--- src/rtl/brg_pkg.sv ---
package brg_pkg;
  localparam int CTL_W        = 16;
  localparam int B_PERR_EN    = 0;
  localparam int B_SERR_EN    = 1;
  localparam int B_ISA_EN     = 2;
  localparam int B_VGA_EN     = 3;
  localparam int B_VGA16      = 4;
  localparam int B_SBR        = 6;
  localparam int N_ERR_CLASS  = 3;

  typedef struct packed {
    logic sbr;
    logic vga16;
    logic vga_en;
    logic isa_en;
    logic serr_en;
    logic perr_en;
  } brg_ctl_t;

  function automatic logic [CTL_W-1:0] pack_ctl(brg_ctl_t c);
    logic [CTL_W-1:0] w;
    w = '0;
    w[B_PERR_EN] = c.perr_en;
    w[B_SERR_EN] = c.serr_en;
    w[B_ISA_EN]  = c.isa_en;
    w[B_VGA_EN]  = c.vga_en;
    w[B_VGA16]   = c.vga16;
    w[B_SBR]     = c.sbr;
    return w;
  endfunction
endpackage

--- src/rtl/brg_ctl_regs.sv ---
module brg_ctl_regs
  import brg_pkg::*;
#(
  parameter int WIN_W = 4
) (
  input  logic                 clk,
  input  logic                 rst_n,
  input  logic                 ctl_we,
  input  logic [CTL_W-1:0]     ctl_wdata,
  input  logic                 win_we,
  input  logic [WIN_W-1:0]     win_base_wd,
  input  logic [WIN_W-1:0]     win_limit_wd,
  output brg_ctl_t             ctl_q,
  output logic [CTL_W-1:0]     ctl_rdata,
  output logic [WIN_W-1:0]     base_q,
  output logic [WIN_W-1:0]     limit_q
);
  logic unused_ro_bits;
  assign unused_ro_bits = ^{ctl_wdata[CTL_W-1:B_SBR+1], ctl_wdata[B_VGA16+1]};

  always_ff @(posedge clk or negedge rst_n) begin
    if (!rst_n) begin
      ctl_q <= '0;
    end else if (ctl_we) begin
      ctl_q.perr_en <= ctl_wdata[B_PERR_EN];
      ctl_q.serr_en <= ctl_wdata[B_SERR_EN];
      ctl_q.isa_en  <= ctl_wdata[B_ISA_EN];
      ctl_q.vga_en  <= ctl_wdata[B_VGA_EN];
      ctl_q.vga16   <= ctl_wdata[B_VGA16];
      ctl_q.sbr     <= ctl_wdata[B_SBR];
    end
  end

  always_ff @(posedge clk or negedge rst_n) begin
    if (!rst_n) begin
      base_q  <= '1;
      limit_q <= '0;
    end else if (win_we) begin
      base_q  <= win_base_wd;
      limit_q <= win_limit_wd;
    end
  end

  assign ctl_rdata = pack_ctl(ctl_q);

  AST_CTL_WRITE: assert property (@(posedge clk) disable iff (!rst_n)
    ctl_we |=> (ctl_rdata[B_ISA_EN] == $past(ctl_wdata[B_ISA_EN])));
  AST_CTL_HOLD: assert property (@(posedge clk) disable iff (!rst_n)
    !ctl_we |=> $stable(ctl_rdata));
endmodule

--- src/rtl/brg_io_route.sv ---
module brg_io_route
  import brg_pkg::*;
#(
  parameter int ADDR_W  = 16,
  parameter int WIN_W   = 4,
  parameter int BLK_W   = 10,
  parameter int CARVE_W = 2
) (
  input  logic              clk,
  input  logic              rst_n,
  input  brg_ctl_t          ctl,
  input  logic [WIN_W-1:0]  base_q,
  input  logic [WIN_W-1:0]  limit_q,
  input  logic              io_valid,
  input  logic [ADDR_W-1:0] io_addr,
  output logic              route_link,
  output logic              route_legacy
);
  localparam int WIN_LSB = ADDR_W - WIN_W;

  logic [WIN_W-1:0]  page;
  logic [BLK_W-1:0]  blk_off;
  logic              win_open, in_win, carve, vga_lo, vga_hi_ok, vga_hit;

  assign page     = io_addr[ADDR_W-1:WIN_LSB];
  assign blk_off  = io_addr[BLK_W-1:0];
  assign win_open = (base_q <= limit_q);
  assign in_win   = win_open && (page >= base_q) && (page <= limit_q);
  assign carve    = ctl.isa_en && (io_addr[BLK_W-1:BLK_W-CARVE_W] != '0);

  assign vga_lo = ((blk_off >= BLK_W'(12'h3B0)) && (blk_off <= BLK_W'(12'h3BB))) ||
                  ((blk_off >= BLK_W'(12'h3C0)) && (blk_off <= BLK_W'(12'h3DF)));

  generate
    if (ADDR_W > BLK_W) begin : g_hi
      assign vga_hi_ok = !ctl.vga16 || (io_addr[ADDR_W-1:BLK_W] == '0);
    end else begin : g_nohi
      assign vga_hi_ok = 1'b1;
    end
  endgenerate

  assign vga_hit = ctl.vga_en && vga_lo && vga_hi_ok;

  always_comb begin
    route_link   = 1'b0;
    route_legacy = 1'b0;
    if (io_valid) begin
      route_link   = vga_hit || (in_win && !carve);
      route_legacy = !route_link;
    end
  end

  AST_EMPTY_WIN: assert property (@(posedge clk) disable iff (!rst_n)
    (io_valid && (base_q > limit_q) && !vga_hit) |-> !route_link);
  AST_ISA_CARVE: assert property (@(posedge clk) disable iff (!rst_n)
    (io_valid && carve && !vga_hit) |-> !route_link);
  AST_VGA_FWD: assert property (@(posedge clk) disable iff (!rst_n)
    (io_valid && vga_hit) |-> route_link);
  AST_IDLE_QUIET: assert property (@(posedge clk) disable iff (!rst_n)
    !io_valid |-> !(route_link || route_legacy));
endmodule

--- src/rtl/brg_err_gate.sv ---
module brg_err_gate
  import brg_pkg::*;
#(
  parameter int NCLS  = N_ERR_CLASS,
  parameter int CLS_W = 2
) (
  input  logic             clk,
  input  logic             rst_n,
  input  brg_ctl_t         ctl,
  input  logic             err_msg_valid,
  input  logic [CLS_W-1:0] err_msg_class,
  input  logic [NCLS-1:0]  err_class_en,
  input  logic             cpl_poison,
  input  logic             perr_sts_clr,
  output logic             serr_req,
  output logic             perr_sts
);
  logic [NCLS-1:0] cls_hit;

  generate
    for (genvar i = 0; i < NCLS; i++) begin : g_cls
      assign cls_hit[i] = err_msg_valid && (err_msg_class == CLS_W'(i)) && err_class_en[i];
    end
  endgenerate

  always_ff @(posedge clk or negedge rst_n) begin
    if (!rst_n) serr_req <= 1'b0;
    else        serr_req <= ctl.serr_en && (|cls_hit);
  end

  always_ff @(posedge clk or negedge rst_n) begin
    if (!rst_n)                        perr_sts <= 1'b0;
    else if (cpl_poison && ctl.perr_en) perr_sts <= 1'b1;
    else if (perr_sts_clr)              perr_sts <= 1'b0;
  end

  AST_SERR_GATED: assert property (@(posedge clk) disable iff (!rst_n)
    !ctl.serr_en |=> !serr_req);
  AST_SERR_NOMSG: assert property (@(posedge clk) disable iff (!rst_n)
    !err_msg_valid |=> !serr_req);
  AST_PERR_STICKY: assert property (@(posedge clk) disable iff (!rst_n)
    (perr_sts && !perr_sts_clr) |=> perr_sts);
  AST_PERR_NOSET: assert property (@(posedge clk) disable iff (!rst_n)
    (!perr_sts && !(cpl_poison && ctl.perr_en)) |=> !perr_sts);
endmodule

--- src/rtl/bridge_io_decoder.sv ---
module bridge_io_decoder
  import brg_pkg::*;
#(
  parameter int ADDR_W = 16,
  parameter int WIN_W  = 4
) (
  input  logic              clk,
  input  logic              rst_n,
  input  logic              ctl_we,
  input  logic [15:0]       ctl_wdata,
  output logic [15:0]       ctl_rdata,
  input  logic              win_we,
  input  logic [WIN_W-1:0]  win_base_wd,
  input  logic [WIN_W-1:0]  win_limit_wd,
  output logic [WIN_W-1:0]  win_base_q,
  output logic [WIN_W-1:0]  win_limit_q,
  input  logic              io_valid,
  input  logic [ADDR_W-1:0] io_addr,
  output logic              route_link,
  output logic              route_legacy,
  input  logic              err_msg_valid,
  input  logic [1:0]        err_msg_class,
  input  logic [2:0]        err_class_en,
  output logic              serr_req,
  input  logic              cpl_poison,
  input  logic              perr_sts_clr,
  output logic              perr_sts,
  output logic              hot_rst_req
);
  brg_ctl_t ctl_q;

  brg_ctl_regs #(.WIN_W(WIN_W)) regs_i (
    .clk(clk), .rst_n(rst_n), .ctl_we(ctl_we), .ctl_wdata(ctl_wdata),
    .win_we(win_we), .win_base_wd(win_base_wd), .win_limit_wd(win_limit_wd),
    .ctl_q(ctl_q), .ctl_rdata(ctl_rdata), .base_q(win_base_q), .limit_q(win_limit_q)
  );

  brg_io_route #(.ADDR_W(ADDR_W), .WIN_W(WIN_W)) route_i (
    .clk(clk), .rst_n(rst_n), .ctl(ctl_q), .base_q(win_base_q), .limit_q(win_limit_q),
    .io_valid(io_valid), .io_addr(io_addr),
    .route_link(route_link), .route_legacy(route_legacy)
  );

  brg_err_gate #(.NCLS(3), .CLS_W(2)) err_i (
    .clk(clk), .rst_n(rst_n), .ctl(ctl_q),
    .err_msg_valid(err_msg_valid), .err_msg_class(err_msg_class),
    .err_class_en(err_class_en), .cpl_poison(cpl_poison),
    .perr_sts_clr(perr_sts_clr), .serr_req(serr_req), .perr_sts(perr_sts)
  );

  assign hot_rst_req = ctl_q.sbr;

  AST_HOTRST_RISE: assert property (@(posedge clk) disable iff (!rst_n)
    (ctl_we && ctl_wdata[B_SBR]) |=> hot_rst_req);
  AST_HOTRST_FALL: assert property (@(posedge clk) disable iff (!rst_n)
    (ctl_we && !ctl_wdata[B_SBR]) |=> !hot_rst_req);
  AST_RO_ZERO: assert property (@(posedge clk) disable iff (!rst_n)
    ctl_we |=> (ctl_rdata[9:7] == 3'b000) && !ctl_rdata[5]);
endmodule

--- config.mk ---
export PLATFORM = sky130hd
export DESIGN_NAME = bridge_io_decoder
export DESIGN_NICKNAME = d
export VERILOG_FILES = /design/src/rtl/brg_pkg.sv /design/src/rtl/brg_ctl_regs.sv /design/src/rtl/brg_io_route.sv /design/src/rtl/brg_err_gate.sv /design/src/rtl/bridge_io_decoder.sv
export SDC_FILE = /design/constraint.sdc
export NUM_CORES = 1
export LEC_CHECK = 0
export ABC_AREA = 1
export CAP_MARGIN = 20
export CORE_ASPECT_RATIO = 1.1
export CORE_MARGIN = 2
export CORE_UTILIZATION = 37
export DETAILED_ROUTE_END_ITERATION = 8
export PLACE_DENSITY_LB_ADDON = 0.25
export SLEW_MARGIN = 20
export SYNTH_ARGS = -nofsm -noshare
export SYNTH_HDL_FRONTEND = slang
export SYNTH_HIERARCHICAL = 1
export SYNTH_SLANG_ARGS = --single-unit
--- constraint.sdc ---
create_clock -name clk -period 3.4 [get_ports clk]
set_input_delay 0.51 -clock clk [delete_from_list [all_inputs] [get_ports clk]]
set_output_delay 0.51 -clock clk [all_outputs]
set_load 0.05 [all_outputs]
==> results of run 1 <==
==> cells by family after synthesis <==
kind of cell | Yosys count | share of synthesized area
AND/OR/NAND/NOR | 78 | 0.268
adder cells (fa/ha/maj) | 12 | 0.131
other | 1 | 0.00328
flip-flops | 16 | 0.355
AO/OA/AOI/OAI | 10 | 0.0515
buffers and inverters | 40 | 0.191
==> routing by layer <==
metal,GRT usage,wire length [µm],up-vias
met1,0.166,1020,489
met3,0.0292,202,4
met5,0,0,-
li1,-,-,566
met2,0.284,1400,40
met4,0.0610,31,0
==> worst paths after layout <==
| check | from | endpoint | slack (ps) | cells past startpoint |
|---|---|---|---|---|
| hold / removal | regs_i/base_q[3] | regs_i/base_q[3] | 490 | 2 |
| setup / recovery | io_addr[13] | route_link | 800 | 10 |
| setup reg to reg | regs_i/base_q[1] | regs_i/base_q[1] | 2660 | 2 |
| max in group asynchronous | rst_n | regs_i/limit_q[2] | 2330 | 1 |
| hold reg to reg | regs_i/base_q[3] | regs_i/base_q[3] | 490 | 2 |
| min in group asynchronous | rst_n | regs_i/ctl_q[2] | 630 | 1 |
==> flip-flops by register name, summed over array words and instances (netlist names) <==
| name | count |
|---|---|
| regs_i/ctl_q | 6 |
| regs_i/base_q | 4 |
| regs_i/limit_q | 4 |
| err_i/perr_sts | 1 |
| err_i/serr_req | 1 |
==> Yosys cell counts <==
master	n
a31o_2	1
nand2_1	63
ha_1	12
nand4_1	2
nor2_1	6
dfstp_2	4
buf_6	1
o21bai_1	1
nand3_1	7
dfrtp_1	12
inv_1	21
a21oi_1	5
a21boi_0	1
o21ai_0	2
conb_1	1
buf_4	16
inv_2	2
==> layout make-up <==
class,count,area [µm²],share of cell area
repair buffers,59,586,0.345
well taps,34,42.5,0.0250
flip-flops and latches,16,405,0.239
multi-input cells,110,553,0.325
inverters,23,86.3,0.0508
clock buffers,4,26.3,0.0155
==> critical path: cells and delay by family <==
kind,cells,cell delay (ps)
simple gates,4,270
compound gates,2,210
buf+inv,3,750
fa+ha+maj,1,340
==> stage by stage <==
step | area [µm²] | power [W] | instances | hold slack [ps]
after floorplan | 1180 | 0.000411 | 166 | 214
after global placement | 1670 | 0.000495 | 242 | 473
after detailed placement | 1670 | 0.000504 | 242 | 480
after CTS | 1700 | 0.000609 | 246 | 494
after global routing | 1700 | 0.000638 | 246 | 510
final | 1700 | 0.000602 | 246 | 489
==> power groups by stage <==
stage	logic (W)	registers (W)	clock network (W)
detailed placement	0.000275	0.000229	0
floorplan	0.000144	0.000267	0
global route	0.000297	0.000228	0.000113
global placement	0.000267	0.000228	0
CTS	0.000276	0.000225	0.000108
finish	0.000273	0.000225	0.000104
==> impl_metrics.yaml, run 1 <==
sta:
  fin_ws_ps: 799
  fin_crit_ps: 2600
  skew_ps: 0.130
  period_share: 0.765
  hold_viol: 0
  fmax_mhz: 384
  setup_violations: 0
  rsz0062_at_grt: "false"
  tns_ps: 0
  worstMarginPinSlew_ps: 686
  drv_slew: 0
  max-slew-margin-rel: 0.541
grt:
  grt_first_pass_wirelength_um: 4360
  gr-total-overflow: 0
  grt_max_degree: 17
  grtUsageTotal: 0.153
  grt_pass1_vias: 1065
  antenna_found_initial: 0
placed_design:
  numPortBuffers: 59
  place_ws_ps: 798
  finalWeightedCongestion: 0.779
  place.detailed.hpwl_um: 2280
setup_path:
  cpMostUsedCell: "nand2_1"
  slowest_stage: "clkdlybuf4s50_1"
  cp_max_fo: 3
  worstSetupPathType: "input pin to output pin"
  cp_slowest_stage_delay_ps: 470
  arrival_ps: 2090
  crit_path_start_kind: "input pin"
  worstPathCellList: "clkdlybuf4s50_1 > ha_1 > inv_1 > o21bai_1 > nand2_1 > nand2_1 > nand2_1 > nand4_1 > a21oi_1 > buf_4"
  cp-end-kind: "output pin"
  crit_required_ps: 2890
routing:
  first_pass_iters: 4
  routed_wirelength_um: 2650
  ant_nets: 0
  drt_iter0_drc: 10
  avgRoutedWirePerCell_um: 10.8
  drc: 0
  vias: 1099
  viasPerCell: 4.47
die:
  num_rows: 21
  io_pins: 82
  initial_core_util: 0.381
  core_area_mm2: 0.00300
  die_width_um: 57.0
  die_h_um: 62.3
  dieArea_mm2: 0.00355
clocking:
  cts_tree: "yes"
  insertion_delay_ps: 280
  cts_inserted_buffers: 3
  post_cts_resized: 0
  cts_root_buf: "clkbuf_4"
  cts.path.max_buffers: 2
  postCtsSetupBuffers: 0
  clock-sinks: 16
  postCtsHoldBufs: 0
  clk_pin_slew_worst_paths_ps: 90
  htreeDepth: 1
final_layout:
  fillerInstances: 307
  post-route-util: 0.567
  layout_commonest_cell: "nand2_1"
  diodes: 0
  fin_nets: 278
  drive_gt1_frac: 0.0566
  layout_common_cells: "nand2_1 (63), clkdlybuf4s50_1 (57), inv_1 (21), dfrtp_1 (12), ha_1 (12)"
  area_growth_pct: 48.7
synthesis:
  synth_top_cell_area_share: 0.263
  synth_largest_area_cell: "dfrtp_1"
  ys_seq_elements: 16
  synth.area.top_cells: "dfrtp_1 (26%), nand2_1 (21%), ha_1 (13%)"
  synth_area_mm2: 0.00114
  ys_seq_area_frac: 0.355
  synthesis.instances: 157
  syn_avg_cell_area_um2: 7.28
  ys_warn_count: 6
  synth_cell_types: 17
status:
  status: "finished clean"
pwr:
  power.share.clock: 0.172
  p_leak_nw: 0.891
  p_sw_frac: 0.398
  power.density_mw_per_mm2: 354
  cellInternalPower_w: 0.000362
  p_comb_frac: 0.453
  vdd_ir_drop_max_mv: 0.259
  p_sw_w: 0.000239
  seq_power_share: 0.374
min_path:
  hold_path_class: "flip-flop to flip-flop"
flow_run:
  drv_cap: 0
Note: power is estimated with default switching activity, not from simulation.
==> run 2, diff against run 1 <==
--- a/config.mk
+++ b/config.mk
@@ -9,7 +9,7 @@
 export CAP_MARGIN = 20
 export CORE_ASPECT_RATIO = 1.1
 export CORE_MARGIN = 2
-export CORE_UTILIZATION = 37
+export CORE_UTILIZATION = 35
 export DETAILED_ROUTE_END_ITERATION = 8
 export PLACE_DENSITY_LB_ADDON = 0.25
 export SLEW_MARGIN = 20
==> constraint.sdc (replaced) <==
create_clock -name clk -period 2.4 [get_ports clk]
set_input_delay 0.36 -clock clk [delete_from_list [all_inputs] [get_ports clk]]
set_output_delay 0.36 -clock clk [all_outputs]
set_load 0.05 [all_outputs]
==> impl_metrics.yaml, run 2 (synthesis gave the netlist of run 1 again) <==
setup_path:
  crit_end: "route_link"
  crit_path_start_kind: "flip-flop"
  cp-end-kind: "output pin"
  crit_start: "regs_i/base_q[3]"
  worst_r2r_path_depth: 3
  timing.rr.start: "regs_i/base_q[3]"
  regToRegSetupSlack_ps: 1560
  arrival_ps: 1920
  worstSetupPathType: "flip-flop to output pin"
  cp_max_fo: 3
  timing.rr.end: "regs_i/base_q[3]"
  crit_required_ps: 2040
grt:
  grt_max_degree: 17
  grtUsageTotal: 0.147
  grt_first_pass_wirelength_um: 4430
  grt_pass1_vias: 1088
  antenna_found_initial: 0
  gr-total-overflow: 0
sta:
  drv_slew: 0
  hold_viol: 0
  holdWs_ps: 502
  fmax_mhz: 438
  max-slew-margin-rel: 0.520
  period_share: 0.950
  fin_crit_ps: 2280
  skew_ps: 0.368
  tns_ps: 0
  worstMarginPinSlew_ps: 717
  setup_violations: 0
pwr:
  p_sw_w: 0.000353
  power.share.clock: 0.191
  cellInternalPower_w: 0.000564
  p_sw_frac: 0.385
  p_leak_nw: 0.961
  power.total_w: 0.000917
  power.density_mw_per_mm2: 503
  vdd_ir_drop_max_mv: 0.282
  p_comb_frac: 0.463
  seq_power_share: 0.346
die:
  die_h_um: 63.9
  num_rows: 21
  die_width_um: 58.5
  io_pins: 82
  initial_core_util: 0.372
  dieArea_mm2: 0.00374
  core_area_mm2: 0.00307
placed_design:
  numPortBuffers: 59
  finalWeightedCongestion: 0.801
  place.detailed.hpwl_um: 2270
final_layout:
  top_register: "regs_i/ctl_q"
  area_growth_pct: 59.5
  drive_gt1_frac: 0.116
  largest_reg_flops: 6
  diodes: 0
  layout_commonest_cell: "nand2_1"
  top_regs: "regs_i/ctl_q (6), regs_i/base_q (4), regs_i/limit_q (4)"
  fin_nets: 282
  layout_common_cells: "nand2_1 (63), clkdlybuf4s50_1 (53), inv_1 (19), dfrtp_1 (12), conb_1 (10)"
clocking:
  cts_inserted_buffers: 3
  clock-sinks: 16
  clk_pin_slew_worst_paths_ps: 90
  cts_root_buf: "clkbuf_4"
  postCtsHoldBufs: 0
  htreeDepth: 1
  cts.path.max_buffers: 2
  insertion_delay_ps: 280
  cts_tree: "yes"
routing:
  avgRoutedWirePerCell_um: 11.1
  drt_iter0_drc: 8
  ant_nets: 0
  first_pass_iters: 4
  viasPerCell: 4.50
  vias: 1125
  drc: 0
  routed_wirelength_um: 2790
min_path:
  hold_path_class: "input pin to asynchronous set/reset pin"
flow_run:
  drv_cap: 0
status:
  status: "finished clean"
run 2: changes by cell type in the layout (fill, tap and decap cells not counted), moves of 2 or more:
cell / before / now
ha_1: 12 / 9
ha_4: 0 / 3
inv_2: 2 / 4
a21oi_2: 0 / 2
dlymetal6s2s_1: 0 / 4
buf_12: 0 / 2
buf_4: 2 / 4
a21oi_1: 5 / 3
clkdlybuf4s50_1: 57 / 53
inv_1: 21 / 19
run 2: how the worst min path moves through the flow:
stage | depth (start not counted) | end | slack (ps)
floorplan | 0 | err_i/perr_sts | 60
global placement | 2 | regs_i/base_q[3] | 470
detailed placement | 2 | regs_i/base_q[2] | 480
CTS | 2 | regs_i/base_q[2] | 500
global route | 2 | regs_i/base_q[0] | 540
finish | 1 | regs_i/limit_q[2] | 500
run 2: layout make-up:
class	instances	area [µm²]
clock buffers	4	36.3
inverters	23	86.3
well taps	34	42.5
repair buffers	63	651
fillers	271	1250
multi-input cells	110	601
flip-flops and latches	16	405
run 2: metrics by stage:
step | worst slack (ps) | area (µm²) | instances | util
finish | 119 | 1820 | 250 | 0.593
global route | -22.5 | 1820 | 250 | 0.593
global placement | 154 | 1700 | 242 | 0.554
detailed placement | 86.6 | 1700 | 242 | 0.554
floorplan | 124 | 1180 | 166 | -
CTS | 50.9 | 1740 | 246 | 0.566
run 2: what timing repair did:
item / in CTS / in global routing
buffers inserted: 0 / 4
endpoints found under the setup margin: 0 / 2
endpoints found under the hold margin: 0 / 0
gates resized for setup: 0 / 10
run 2: power groups by stage:
| stage | Sequential [W] | Clock, W | Combinational [W] |
|---|---|---|---|
| floorplan | 0.000378 | 0 | 0.000206 |
| global placement | 0.000323 | 0 | 0.000391 |
| detailed placement | 0.000324 | 0 | 0.000404 |
| CTS | 0.000319 | 0.000181 | 0.000404 |
| global route | 0.000321 | 0.000192 | 0.000460 |
| finish | 0.000317 | 0.000175 | 0.000424 |
run 2: routing by layer:
layer,vias to the layer above,GRT usage,routed length [µm]
met3,2,0.0202,201
li1,576,-,-
met2,38,0.274,1440
met4,0,0.0436,18
met1,509,0.169,1130
met5,-,0,0
run 2: critical path, stage by stage, from the launching register on:
cell	delay, ps
dfstp_2	570
inv_2	50
ha_4	260
nand2_1	50
inv_1	80
nand3_1	70
nand3_1	80
nand4_1	120
a21oi_2	210
buf_12	150
